File: src/rtl/spi_xfer_pkg.sv
package spi_xfer_pkg;
  localparam int ADDR_W = 6;
  localparam logic [ADDR_W-1:0] OFS_MODE = 6'h00;
  localparam logic [ADDR_W-1:0] OFS_EVT  = 6'h04;
  localparam logic [ADDR_W-1:0] OFS_MASK = 6'h08;
  localparam logic [ADDR_W-1:0] OFS_CMD  = 6'h0C;
  localparam logic [ADDR_W-1:0] OFS_TXD  = 6'h10;
  localparam logic [ADDR_W-1:0] OFS_RXD  = 6'h14;
  localparam int B_EN   = 31;
  localparam int B_LOOP = 30;
  localparam int B_NE   = 9;
  localparam int B_NF   = 8;
  localparam logic [31:0] MODE_RST   = 32'h0000_0403;
  localparam logic [31:0] MODE_WMASK = 32'hC000_3F3F;
  typedef struct packed {
    logic ne;
    logic nf;
  } evt_t;
endpackage

File: src/rtl/spi_xfer_fifo.sv
module spi_xfer_fifo #(
  parameter int DEPTH = 32,
  parameter int LANES = 4,
  localparam int CNT_W = $clog2(DEPTH) + 1,
  localparam int PTR_W = $clog2(DEPTH),
  localparam int N_W   = $clog2(LANES + 1)
) (
  input  logic               clk_i,
  input  logic               rst_ni,
  input  logic               clr_i,
  input  logic [N_W-1:0]     push_n_i,
  input  logic [8*LANES-1:0] din_i,
  input  logic [N_W-1:0]     pop_n_i,
  output logic [8*LANES-1:0] dout_o,
  output logic [CNT_W-1:0]   count_o
);
  logic [7:0]       mem [DEPTH];
  logic [PTR_W-1:0] wp_q, rp_q;
  logic [CNT_W-1:0] cnt_q, free;
  logic [N_W-1:0]   push_eff, pop_eff;

  assign free     = CNT_W'(DEPTH) - cnt_q;
  // whole group dropped when it does not fit
  assign push_eff = (CNT_W'(push_n_i) <= free) ? push_n_i : '0;
  assign pop_eff  = (CNT_W'(pop_n_i) <= cnt_q) ? pop_n_i : N_W'(cnt_q);
  assign count_o  = cnt_q;

  always_ff @(posedge clk_i) begin
    if (!clr_i) begin
      for (int k = 0; k < LANES; k++) begin
        if (N_W'(k) < push_eff) mem[wp_q + PTR_W'(k)] <= din_i[8*(LANES-1-k) +: 8];
      end
    end
  end

  always_ff @(posedge clk_i or negedge rst_ni) begin
    if (!rst_ni) begin
      wp_q  <= '0;
      rp_q  <= '0;
      cnt_q <= '0;
    end else if (clr_i) begin
      wp_q  <= '0;
      rp_q  <= '0;
      cnt_q <= '0;
    end else begin
      wp_q  <= wp_q + PTR_W'(push_eff);
      rp_q  <= rp_q + PTR_W'(pop_eff);
      cnt_q <= cnt_q + CNT_W'(push_eff) - CNT_W'(pop_eff);
    end
  end

  for (genvar k = 0; k < LANES; k++) begin : g_peek
    assign dout_o[8*(LANES-1-k) +: 8] = (CNT_W'(k) < cnt_q) ? mem[rp_q + PTR_W'(k)] : 8'h00;
  end

  a_r11_no_overflow: assert property (@(posedge clk_i) disable iff (!rst_ni)
    count_o <= CNT_W'(DEPTH));
  a_r4_count_hold: assert property (@(posedge clk_i) disable iff (!rst_ni)
    (push_n_i == '0 && pop_n_i == '0 && !clr_i) |=> $stable(count_o));
endmodule

File: src/rtl/spi_xfer_event.sv
module spi_xfer_event #(
  parameter int DEPTH = 32,
  localparam int CNT_W = $clog2(DEPTH) + 1
) (
  input  logic                      clk_i,
  input  logic                      rst_ni,
  input  logic [CNT_W-1:0]          rx_cnt_i,
  input  logic [CNT_W-1:0]          tx_cnt_i,
  input  logic                      clr_we_i,
  input  spi_xfer_pkg::evt_t        clr_bits_i,
  input  spi_xfer_pkg::evt_t        mask_i,
  output spi_xfer_pkg::evt_t        flags_o,
  output logic                      irq_o
);
  spi_xfer_pkg::evt_t flg_q, cond, clr;

  assign cond.ne = rx_cnt_i != '0;
  assign cond.nf = tx_cnt_i != CNT_W'(DEPTH);
  assign clr     = clr_we_i ? clr_bits_i : '0;

  always_ff @(posedge clk_i or negedge rst_ni) begin
    if (!rst_ni) flg_q <= '0;
    else         flg_q <= (flg_q & ~clr) | cond;
  end

  assign flags_o = flg_q;
  assign irq_o   = |(flg_q & mask_i);

  a_r6_ne_w1c: assert property (@(posedge clk_i) disable iff (!rst_ni)
    (clr_we_i && clr_bits_i.ne && rx_cnt_i == '0) |=> !flags_o.ne);
  a_r6_nf_sets: assert property (@(posedge clk_i) disable iff (!rst_ni)
    (tx_cnt_i < CNT_W'(DEPTH)) |=> flags_o.nf);
endmodule

File: src/rtl/spi_xfer_cmd.sv
module spi_xfer_cmd #(
  parameter int LEN_W = 16,
  parameter int CS_W  = 2
) (
  input  logic             clk_i,
  input  logic             rst_ni,
  input  logic             en_i,
  input  logic             wr_i,
  input  logic [CS_W-1:0]  cs_i,
  input  logic [LEN_W-1:0] len_i,
  input  logic             tick_i,
  output logic [CS_W-1:0]  cs_o,
  output logic [LEN_W-1:0] len_o,
  output logic             start_o,
  output logic             busy_o
);
  localparam int C_W = LEN_W + 1;
  logic [C_W-1:0] cnt_q;

  always_ff @(posedge clk_i or negedge rst_ni) begin
    if (!rst_ni) begin
      cs_o    <= '0;
      len_o   <= '0;
      cnt_q   <= '0;
      start_o <= 1'b0;
    end else begin
      if (wr_i) begin
        cs_o  <= cs_i;
        len_o <= len_i;
      end
      start_o <= en_i && wr_i;
      if (!en_i)                     cnt_q <= '0;
      else if (wr_i)                 cnt_q <= C_W'(len_i) + C_W'(1);
      else if (tick_i && busy_o)     cnt_q <= cnt_q - C_W'(1);
    end
  end

  assign busy_o = cnt_q != '0;

  a_r8_start_busy: assert property (@(posedge clk_i) disable iff (!rst_ni)
    start_o |-> busy_o);
  a_r9_idle_off: assert property (@(posedge clk_i) disable iff (!rst_ni)
    (!en_i && $past(!en_i)) |-> !busy_o);
endmodule

File: src/rtl/spi_xfer_unit.sv
module spi_xfer_unit #(
  parameter int FIFO_DEPTH = 32,
  parameter int LEN_W      = 16
) (
  input  logic        clk_i,
  input  logic        rst_ni,
  input  logic        req_i,
  input  logic        we_i,
  input  logic        byte_i,
  input  logic [5:0]  addr_i,
  input  logic [31:0] wdata_i,
  output logic [31:0] rdata_o,
  output logic        irq_o,
  output logic        en_o,
  output logic        loop_o,
  output logic        start_o,
  output logic        busy_o,
  output logic [1:0]  cs_o,
  output logic [31:0] csmode_o,
  output logic        tx_valid_o,
  output logic [7:0]  tx_data_o,
  input  logic        tx_rd_i,
  input  logic        rx_wr_i,
  input  logic [7:0]  rx_data_i
);
  import spi_xfer_pkg::*;
  localparam int CS_W  = 2;
  localparam int N_CS  = 1 << CS_W;
  localparam int LANES = 4;
  localparam int CNT_W = $clog2(FIFO_DEPTH) + 1;
  localparam int N_W   = $clog2(LANES + 1);

  logic [31:0]      mode_q;
  evt_t             mask_q, flags;
  logic [31:0]      csm_q [N_CS];
  logic             wr, rd, csm_hit, clr;
  logic [CS_W-1:0]  csm_idx;
  logic [N_W-1:0]   tx_push, tx_pop, rx_push, rx_pop;
  logic [31:0]      tx_dout, rx_dout, rx_word;
  logic [CNT_W-1:0] tx_cnt, rx_cnt;
  logic [LEN_W-1:0] len_q;

  assign wr      = req_i && we_i;
  assign rd      = req_i && !we_i;
  assign csm_hit = addr_i[5:4] == 2'b10 && addr_i[1:0] == 2'b00;
  assign csm_idx = addr_i[3:2];
  assign en_o    = mode_q[B_EN];
  assign loop_o  = mode_q[B_LOOP];
  assign clr     = !en_o;

  always_ff @(posedge clk_i or negedge rst_ni) begin
    if (!rst_ni) begin
      mode_q <= MODE_RST;
      mask_q <= '0;
      for (int i = 0; i < N_CS; i++) csm_q[i] <= '0;
    end else if (wr) begin
      if (addr_i == OFS_MODE) mode_q <= wdata_i & MODE_WMASK;
      if (addr_i == OFS_MASK) mask_q <= '{ne: wdata_i[B_NE], nf: wdata_i[B_NF]};
      if (csm_hit)            csm_q[csm_idx] <= wdata_i;
    end
  end

  // FIFO traffic
  assign tx_push = (wr && addr_i == OFS_TXD) ? N_W'(LANES) : '0;
  assign tx_pop  = (tx_rd_i && tx_cnt != '0) ? N_W'(1) : '0;
  assign rx_push = rx_wr_i ? N_W'(1) : '0;
  always_comb begin
    rx_pop = '0;
    if (rd && addr_i == OFS_RXD) begin
      if (byte_i)                          rx_pop = (rx_cnt != '0) ? N_W'(1) : '0;
      else if (rx_cnt >= CNT_W'(LANES))    rx_pop = N_W'(LANES);
      else                                 rx_pop = N_W'(rx_cnt);
    end
  end

  spi_xfer_fifo #(.DEPTH(FIFO_DEPTH), .LANES(LANES)) u_txf (
    .clk_i, .rst_ni, .clr_i(clr), .push_n_i(tx_push), .din_i(wdata_i),
    .pop_n_i(tx_pop), .dout_o(tx_dout), .count_o(tx_cnt));

  spi_xfer_fifo #(.DEPTH(FIFO_DEPTH), .LANES(LANES)) u_rxf (
    .clk_i, .rst_ni, .clr_i(clr), .push_n_i(rx_push), .din_i({rx_data_i, 24'h0}),
    .pop_n_i(rx_pop), .dout_o(rx_dout), .count_o(rx_cnt));

  assign tx_valid_o = tx_cnt != '0;
  assign tx_data_o  = tx_dout[31:24];
  assign rx_word    = byte_i ? {24'h0, rx_dout[31:24]} : rx_dout;

  spi_xfer_event #(.DEPTH(FIFO_DEPTH)) u_evt (
    .clk_i, .rst_ni, .rx_cnt_i(rx_cnt), .tx_cnt_i(tx_cnt),
    .clr_we_i(wr && addr_i == OFS_EVT),
    .clr_bits_i('{ne: wdata_i[B_NE], nf: wdata_i[B_NF]}),
    .mask_i(mask_q), .flags_o(flags), .irq_o(irq_o));

  spi_xfer_cmd #(.LEN_W(LEN_W), .CS_W(CS_W)) u_cmd (
    .clk_i, .rst_ni, .en_i(en_o), .wr_i(wr && addr_i == OFS_CMD),
    .cs_i(wdata_i[31:30]), .len_i(wdata_i[LEN_W-1:0]), .tick_i(rx_wr_i),
    .cs_o(cs_o), .len_o(len_q), .start_o(start_o), .busy_o(busy_o));

  assign csmode_o = csm_q[cs_o];

  always_comb begin
    rdata_o = '0;
    if (rd) begin
      case (addr_i)
        OFS_MODE: rdata_o = mode_q;
        OFS_EVT:  rdata_o = {2'b00, 6'(rx_cnt), 2'b00, 6'(tx_cnt), 6'h0, flags.ne, flags.nf, 8'h00};
        OFS_MASK: rdata_o = {22'h0, mask_q.ne, mask_q.nf, 8'h00};
        OFS_CMD:  rdata_o = {cs_o, 14'h0, 16'(len_q)};
        OFS_RXD:  rdata_o = rx_word;
        default:  rdata_o = csm_hit ? csm_q[csm_idx] : '0;
      endcase
    end
  end

  a_r3_word_push: assert property (@(posedge clk_i) disable iff (!rst_ni)
    (wr && addr_i == OFS_TXD && en_o && !tx_rd_i && tx_cnt <= CNT_W'(FIFO_DEPTH - LANES))
      |=> tx_cnt == $past(tx_cnt) + CNT_W'(LANES));
  a_r7_irq_masked: assert property (@(posedge clk_i) disable iff (!rst_ni)
    irq_o |-> (mask_q != '0));
  a_r10_mode_pins: assert property (@(posedge clk_i) disable iff (!rst_ni)
    (wr && addr_i == OFS_MODE) |=> (en_o == $past(wdata_i[B_EN])));
endmodule

File: config.mk
export PLATFORM = sky130hd
export DESIGN_NAME = spi_xfer_unit
export DESIGN_NICKNAME = d
export VERILOG_FILES = /design/src/rtl/spi_xfer_pkg.sv /design/src/rtl/spi_xfer_fifo.sv /design/src/rtl/spi_xfer_event.sv /design/src/rtl/spi_xfer_cmd.sv /design/src/rtl/spi_xfer_unit.sv
export SDC_FILE = /design/constraint.sdc
export NUM_CORES = 2
export LEC_CHECK = 0
export BUFFER_PORTS_ARGS = -buffer_cell sky130_fd_sc_hd__buf_2
export CELL_PAD_IN_SITES_DETAIL_PLACEMENT = 1
export CELL_PAD_IN_SITES_GLOBAL_PLACEMENT = 1
export CORE_AREA = 2 2 362 292
export DETAILED_ROUTE_END_ITERATION = 8
export DIE_AREA = 0 0 364 294
export PLACE_DENSITY = 0.73
export SLEW_MARGIN = 20
export SYNTH_ARGS = -nofsm -noshare
export SYNTH_HDL_FRONTEND = slang
export SYNTH_SLANG_ARGS = --single-unit
File: constraint.sdc
create_clock -name clk_i -period 5.7 [get_ports clk_i]
set_input_delay 0.855 -clock clk_i [delete_from_list [all_inputs] [get_ports clk_i]]
set_output_delay 0.855 -clock clk_i [all_outputs]
set_load 0.05 [all_outputs]
## Word-level counts from Yosys, hierarchy flattened

Memory sizes are Yosys's and may differ from the RTL's.
Cells that the tools add are included.
Widths: inputs -> output; s select.

- Add/sub/neg operators: 21
- $lt $le $gt $ge: 21
- Eq/ne operators: 8
- Mux-type cells: 72
- Bitwise gates (word level): 6
- Reductions and logical operators: 24

Operators with widths:

| operator | count |
|---|---|
| $mux 32 | 8 |
| $pmux 32 s5 | 1 |
| $bmux 32 s2 | 2 |
| $bwmux 128 | 1 |
| $demux 32 s2 | 1 |
| $mux 8 | 8 |
| $mux 17 | 3 |
| $mux 5 | 7 |
| $mux 1 | 31 |
| $add 5x2->5 const B | 6 |
| $reduce_or 8->1 | 3 |
| $mux 3 | 7 |
| $add 5x3->5 | 4 |
| $lt 1x6->1 const A | 3 |
| $add 16x1->17 const B | 1 |
| $reduce_bool 17->1 | 1 |
| $sub 17x1->17 const B | 1 |
| $add 5x1->5 const B | 3 |
| $add 6x3->6 | 2 |
| $eq 6x4->1 const B | 2 |
| $eq 6x5->1 const B | 2 |
| $le 1x6->1 | 2 |
| $le 3x6->1 | 2 |
| $lt 1x3->1 const A | 4 |
| 24 further kinds | 47 |

- Register bits after elaboration: 214
- Memory bits (writable): 512
- Input port bits: 53
- Output and inout port bits: 80
- Logic and storage cells: 173
- Memories kept: 2

Memory list:

| memory | depth | bits a word | rd ports | clocked after Yosys merged registers in | wr ports | line | RTL |
|---|---|---|---|---|---|---|---|
| u_rxf.mem | 32 | 8 | 4 | 0 | 1 | spi_xfer_fifo.sv:17 | `logic [7:0] mem [DEPTH];` |
| u_txf.mem | 32 | 8 | 1 | 0 | 4 | spi_xfer_fifo.sv:17 |  |

## Depth between registers and ports, before layout

- Word-level depth: 11
- Mapped depth: 23
- Gate-level depth less buffers: 23

## Modules after synthesis

From an unflattened synthesis, not the netlist that was laid out.

- Cell total of the unflattened synthesis: 6081
- Area total of the unflattened synthesis: 64540.6 µm²

By module, submodules not included:

| module | times used | cells each | area an instance (µm²) | seq. area each (µm²) |
|---|---|---|---|---|
| spi_xfer_fifo (u_txf) | 1 | 2672 | 27258.6 | 8087.8 |
| spi_xfer_fifo (u_rxf) | 1 | 2640 | 27164.8 | 8087.8 |
| spi_xfer_unit | 1 | 554 | 7913.8 | 3607.2 |
| spi_xfer_cmd | 1 | 206 | 2097.0 | 900.9 |
| spi_xfer_event | 1 | 9 | 106.4 | 50.0 |

## Least setup slack after synthesis

OpenSTA, ideal clock, no wires.

- Path type: register -> output
- From: reg u_rxf.rp_q[0]
- To: out rdata_o[6]
- Data arrival time: 4834 ps
- Data required time: 4845 ps
- Slack: 11 ps
- Stages on the path, launching flop included: 15
- Buffers on the path: 7
- Cells stage by stage: dfrtp_1 > buf_4 > buf_6 > buf_2 > clkinv_1 > buf_1 > ha_1 > buf_2 > buf_2 > buf_4 > nor2_1 > a32oi_1 > and3_1 > o31ai_1 > a2111oi_1

- Word-level cells in the longest chain between the ends: 6
- Elaborated cells between the ends (all ways): 7
- Those cells by class: add/sub (1); mux (5); memory (1)

Ends and longest elaborated chain:

| element | line | RTL |
|---|---|---|
| from (decl) | spi_xfer_fifo.sv:18 | `logic [PTR_W-1:0] wp_q, rp_q;` |
| from (signal assigned) | spi_xfer_fifo.sv:47 | `rp_q <= rp_q + PTR_W'(pop_eff);` |
| $add 5x2->5 | spi_xfer_fifo.sv:53 | `assign dout_o[8*(LANES-1-k) +: 8] = (CNT_W'(k) < cnt_q) ? mem[rp_q + PTR_W'(k)] : 8'h00;` |
| $mem_v2 32x8 (*) | n/a |  |
| $mux 8 | spi_xfer_fifo.sv:53 |  |
| $mux 32 (*) | spi_xfer_unit.sv:86 | `assign rx_word = byte_i ? {24'h0, rx_dout[31:24]} : rx_dout;` |
| $pmux 32 s5 (*) | spi_xfer_unit.sv:104 | `case (addr_i)` |
| $mux 32 (*) | spi_xfer_unit.sv:103 | `if (rd) begin` |
| to (decl) | spi_xfer_unit.sv:12 | `output logic [31:0] rdata_o,` |

Every way passes the cells marked *; elsewhere a longest branch is shown, timed or not.

## Final worst setup path

- From: reg u_rxf.rp_q[1]
- To: out rdata_o[14]

- Word-level cells in the longest chain between the ends: 6

Ends and longest elaborated chain:

| element | line |
|---|---|
| $add 5x2->5 | spi_xfer_fifo.sv:53 |
| $mem_v2 32x8 | n/a |
| $mux 8 | spi_xfer_fifo.sv:53 |
| $mux 32 | spi_xfer_unit.sv:86 |
| $pmux 32 s5 | spi_xfer_unit.sv:104 |
| $mux 32 | spi_xfer_unit.sv:103 |

No other way between the ends.

==> impl_metrics.toml <==
[global_routing]
grt_overflow = 0
grt_pass1_vias = 28507
track_usage = 0.2657
antenna_found_initial = 13
grt_max_degree = 118
grt_pass1_wl_mm = 206.3

[detailed_routing]
wirelength_mm = 142.2
avgViaCountPerCell = 6.470
drtAntennaViolNets = 0
drcViolationCount = 0
firstDrtPassIters = 5
post_drt_wl_per_cell_um = 33.03
vias = 27855
drt_iter0_drc = 3457

[power_and_ir_drop]
max-vdd-ir-drop_v = 0.0002049
intPower_uw = 9197
p_leak_uw = 0.01610
clkPwrFrac = 0.439
p_per_area_mw_per_mm2 = 264.5
swShare = 0.2476
comb_power_share = 0.083
seqPwrFrac = 0.478
p_sw_uw = 3027

[critical_path]
critical_path_peak_fanout = 23
cp-start-kind = "flop"
reg2reg_depth = 23
crit_path_end_kind = "output pin"
cp_data_arrival_time_ns = 4.67
critPathRequiredTime_ns = 4.85
worst-setup-path-type = "reg2out"

[floorplan]
io_pins = 133
die_y_um = 294
die_width_um = 364
core_region_area_mm2 = 0.1036
initial_core_util = 0.3961
fp.dieArea_mm2 = 0.1070
rows = 106

[timing]
whs_ns = 0.2757
period_share = 0.9696
grt_setup_unrepaired = "false"
period_minus_slack_ns = 5.527
final.setup.tns_ns = 0
slew_violations = 0
clock-skew-final_ns = 0.02425
worst-slew-pin-transition_ns = 1.182
hold_viol_final = 0
worst_slack_ns = 0.1731
clock.fmax_mhz = 180.9
setup_viol = 0
slew_headroom = 0.2093

[finish]
regArea_mm2 = 0.02070
final_common_cell = "edfxtp_1"
syn2layout_area_growth_pct = 12.61
multiInputGateArea_mm2 = 0.01902
drive_above_1_share = 0.4013
nFillCells = 10188
mostFrequentLayoutCells = "512 x edfxtp_1, 381 x mux4_2, 358 x mux2_2"
layout.nets = 2930
post-route-cell-area_mm2 = 0.04621

[clock_network]
cts_tree = "yes"
root_buffer = "clkbuf_16"
path_clk_slew_ns = 0.06
cts_buffers = 81
numClockSinks = 724
clockBufferDepth = 3
cts_setup_buffers = 0
h-tree-depth = 3
ctsHoldBuffers = 0
cts_resized = 0
clk_latency_ns = 0.66

[yosys]
avgSynthCellArea_um2 = 14.88
synth_edf_count = 512
async_reset_ff_frac = 0.2928
synth_cells = 2758
synth_ff_type = "edfxtp_1"
netlist_area_mm2 = 0.04103
netlist-cell-type-count = 90
ys_seq_area_frac = 0.5041
ys_seq_elements = 724
yosys_warnings = 0

[min_path]
holdCritPathClass = "in2async"

[place]
place_congestion = 0.9640
postPlaceCellArea_mm2 = 0.04351
io_buffers = 132
hpwl_mm = 100.8
dp_worst_setup_slack_ns = 0.5836

[status]
status = "finished clean"

[flow_run]
cap_violations = 0
-- flip-flops by register name (all words and copies together) (netlist names), 2 cells and up --
name           flops
csm_q            128
u_cmd.len_o       16
mask_q             2
mode_q            14
u_cmd.cnt_q       17
u_cmd.cs_o         2
u_txf.mem        256
u_evt.flags_o      2
u_rxf.rp_q         5
u_rxf.wp_q         5
u_txf.rp_q         5
u_txf.wp_q         3
u_txf.count_o      6
u_rxf.count_o      6
u_rxf.mem        256
-- metal layers --
metal  GRT usage  vias up  share of wire  wire length [um]
li1            -    11092              -                 -
met1      0.3890    14914           0.42             60180
met2      0.3814     1582           0.43             61630
met3     0.07112      263           0.11             15490
met4     0.08886        4          0.034              4846
met5           0        -        0.00023                32
-- power groups by stage --
stage	clock (uW)	combinational, uW	sequential (uW)
after floorplan	0	636	5910
after global placement	0	969	5930
after detailed placement	0	1000	5950
after CTS	5430	1010	5840
after global routing	5630	1070	5860
final	5360	1010	5850
-- cell type report --
class                           instances  area share
Timing Repair Buffer                  253     0.04024
Tap cell                             1404     0.03802
Clock buffer                          104     0.04619
Antenna cell                            3   0.0001625
Inverter                               46    0.003953
Sequential cell                       724      0.4480
Multi-Input combinational cell       1724      0.4116
Clock inverter                         47     0.01186
-- through the flow --
stage / power (uW) / util / std cells
floorplan: 6546 / - / 2760
global placement: 6902 / 0.4200 / 4151
detailed placement: 6954 / 0.4200 / 4151
CTS: 12290 / 0.4459 / 4302
global route: 12550 / 0.4461 / 4303
finish: 12220 / 0.4461 / 4305
-- critical path, stage by stage (launching register included) --
cell and delay, ns:
dfrtp_4 0.65, inv_2 0.22, ha_1 0.88, mux4_2 0.40
nor2b_1 0.13, a2111oi_0 0.96, a31oi_1 0.11, nand4_1 0.22
a21oi_1 0.20, buf_12 0.21
-- final timing paths --
| check | from | end | slack, ns |
|---|---|---|---|
| max in group asynchronous | rst_ni | u_rxf.rp_q[0] | 4.22 |
| hold / removal | rst_ni | csm_q[19] | 0.28 |
| setup / recovery | u_rxf.rp_q[1] | rdata_o[14] | 0.17 |
| setup reg to reg | u_rxf.count_o[5] | u_rxf.count_o[5] | 1.00 |
| hold reg to reg | u_cmd.len_o[7] | u_cmd.len_o[7] | 0.48 |
| min in group clk_i | u_cmd.len_o[7] | u_cmd.len_o[7] | 0.48 |
-- cell usage after synthesis, types with 10 or more instances --
| library cell | instances | area [um2] |
|---|---|---|
| or3_1 | 12 | 75.07 |
| mux4_2 | 381 | 8581 |
| xor2_1 | 26 | 227.7 |
| buf_4 | 22 | 165.2 |
| a21oi_1 | 76 | 380.4 |
| nand3_1 | 39 | 195.2 |
| clkbuf_1 | 156 | 585.6 |
| inv_1 | 39 | 146.4 |
| dfrtp_1 | 209 | 5230 |
| nor2b_1 | 10 | 62.56 |
| nor3_1 | 40 | 200.2 |
| buf_1 | 29 | 108.9 |
| a22oi_1 | 20 | 150.1 |
| and2_1 | 19 | 118.9 |
| nand4_1 | 19 | 118.9 |
| edfxtp_1 | 512 | 15370 |
| buf_2 | 42 | 210.2 |
| nand2_1 | 207 | 777.0 |
| mux2i_1 | 74 | 740.7 |
| o21ai_0 | 29 | 145.1 |
| a211oi_1 | 11 | 82.58 |
| a31oi_1 | 18 | 112.6 |
| buf_6 | 13 | 146.4 |
| nand2b_1 | 12 | 75.07 |
| o22ai_1 | 15 | 93.84 |
| mux2_2 | 358 | 4031 |
| ha_1 | 42 | 525.5 |
| nor2_1 | 119 | 446.7 |
| xnor2_1 | 27 | 236.5 |
-- cells by family (layout without fill, tap and decap cells) --
kind of cell    after synthesis  in the layout  synth area share
flops                       724            724            0.5041
xor+xnor                     54             54           0.01171
fa+ha+maj                    47             47           0.01525
mux                         822            822            0.3279
compound gates              258            258           0.04245
buf+inv                     312            450           0.03555
simple gates                539            539           0.06291
other cells                   2              7         0.0001830
No activity file was read; power rests on OpenSTA's default activity.
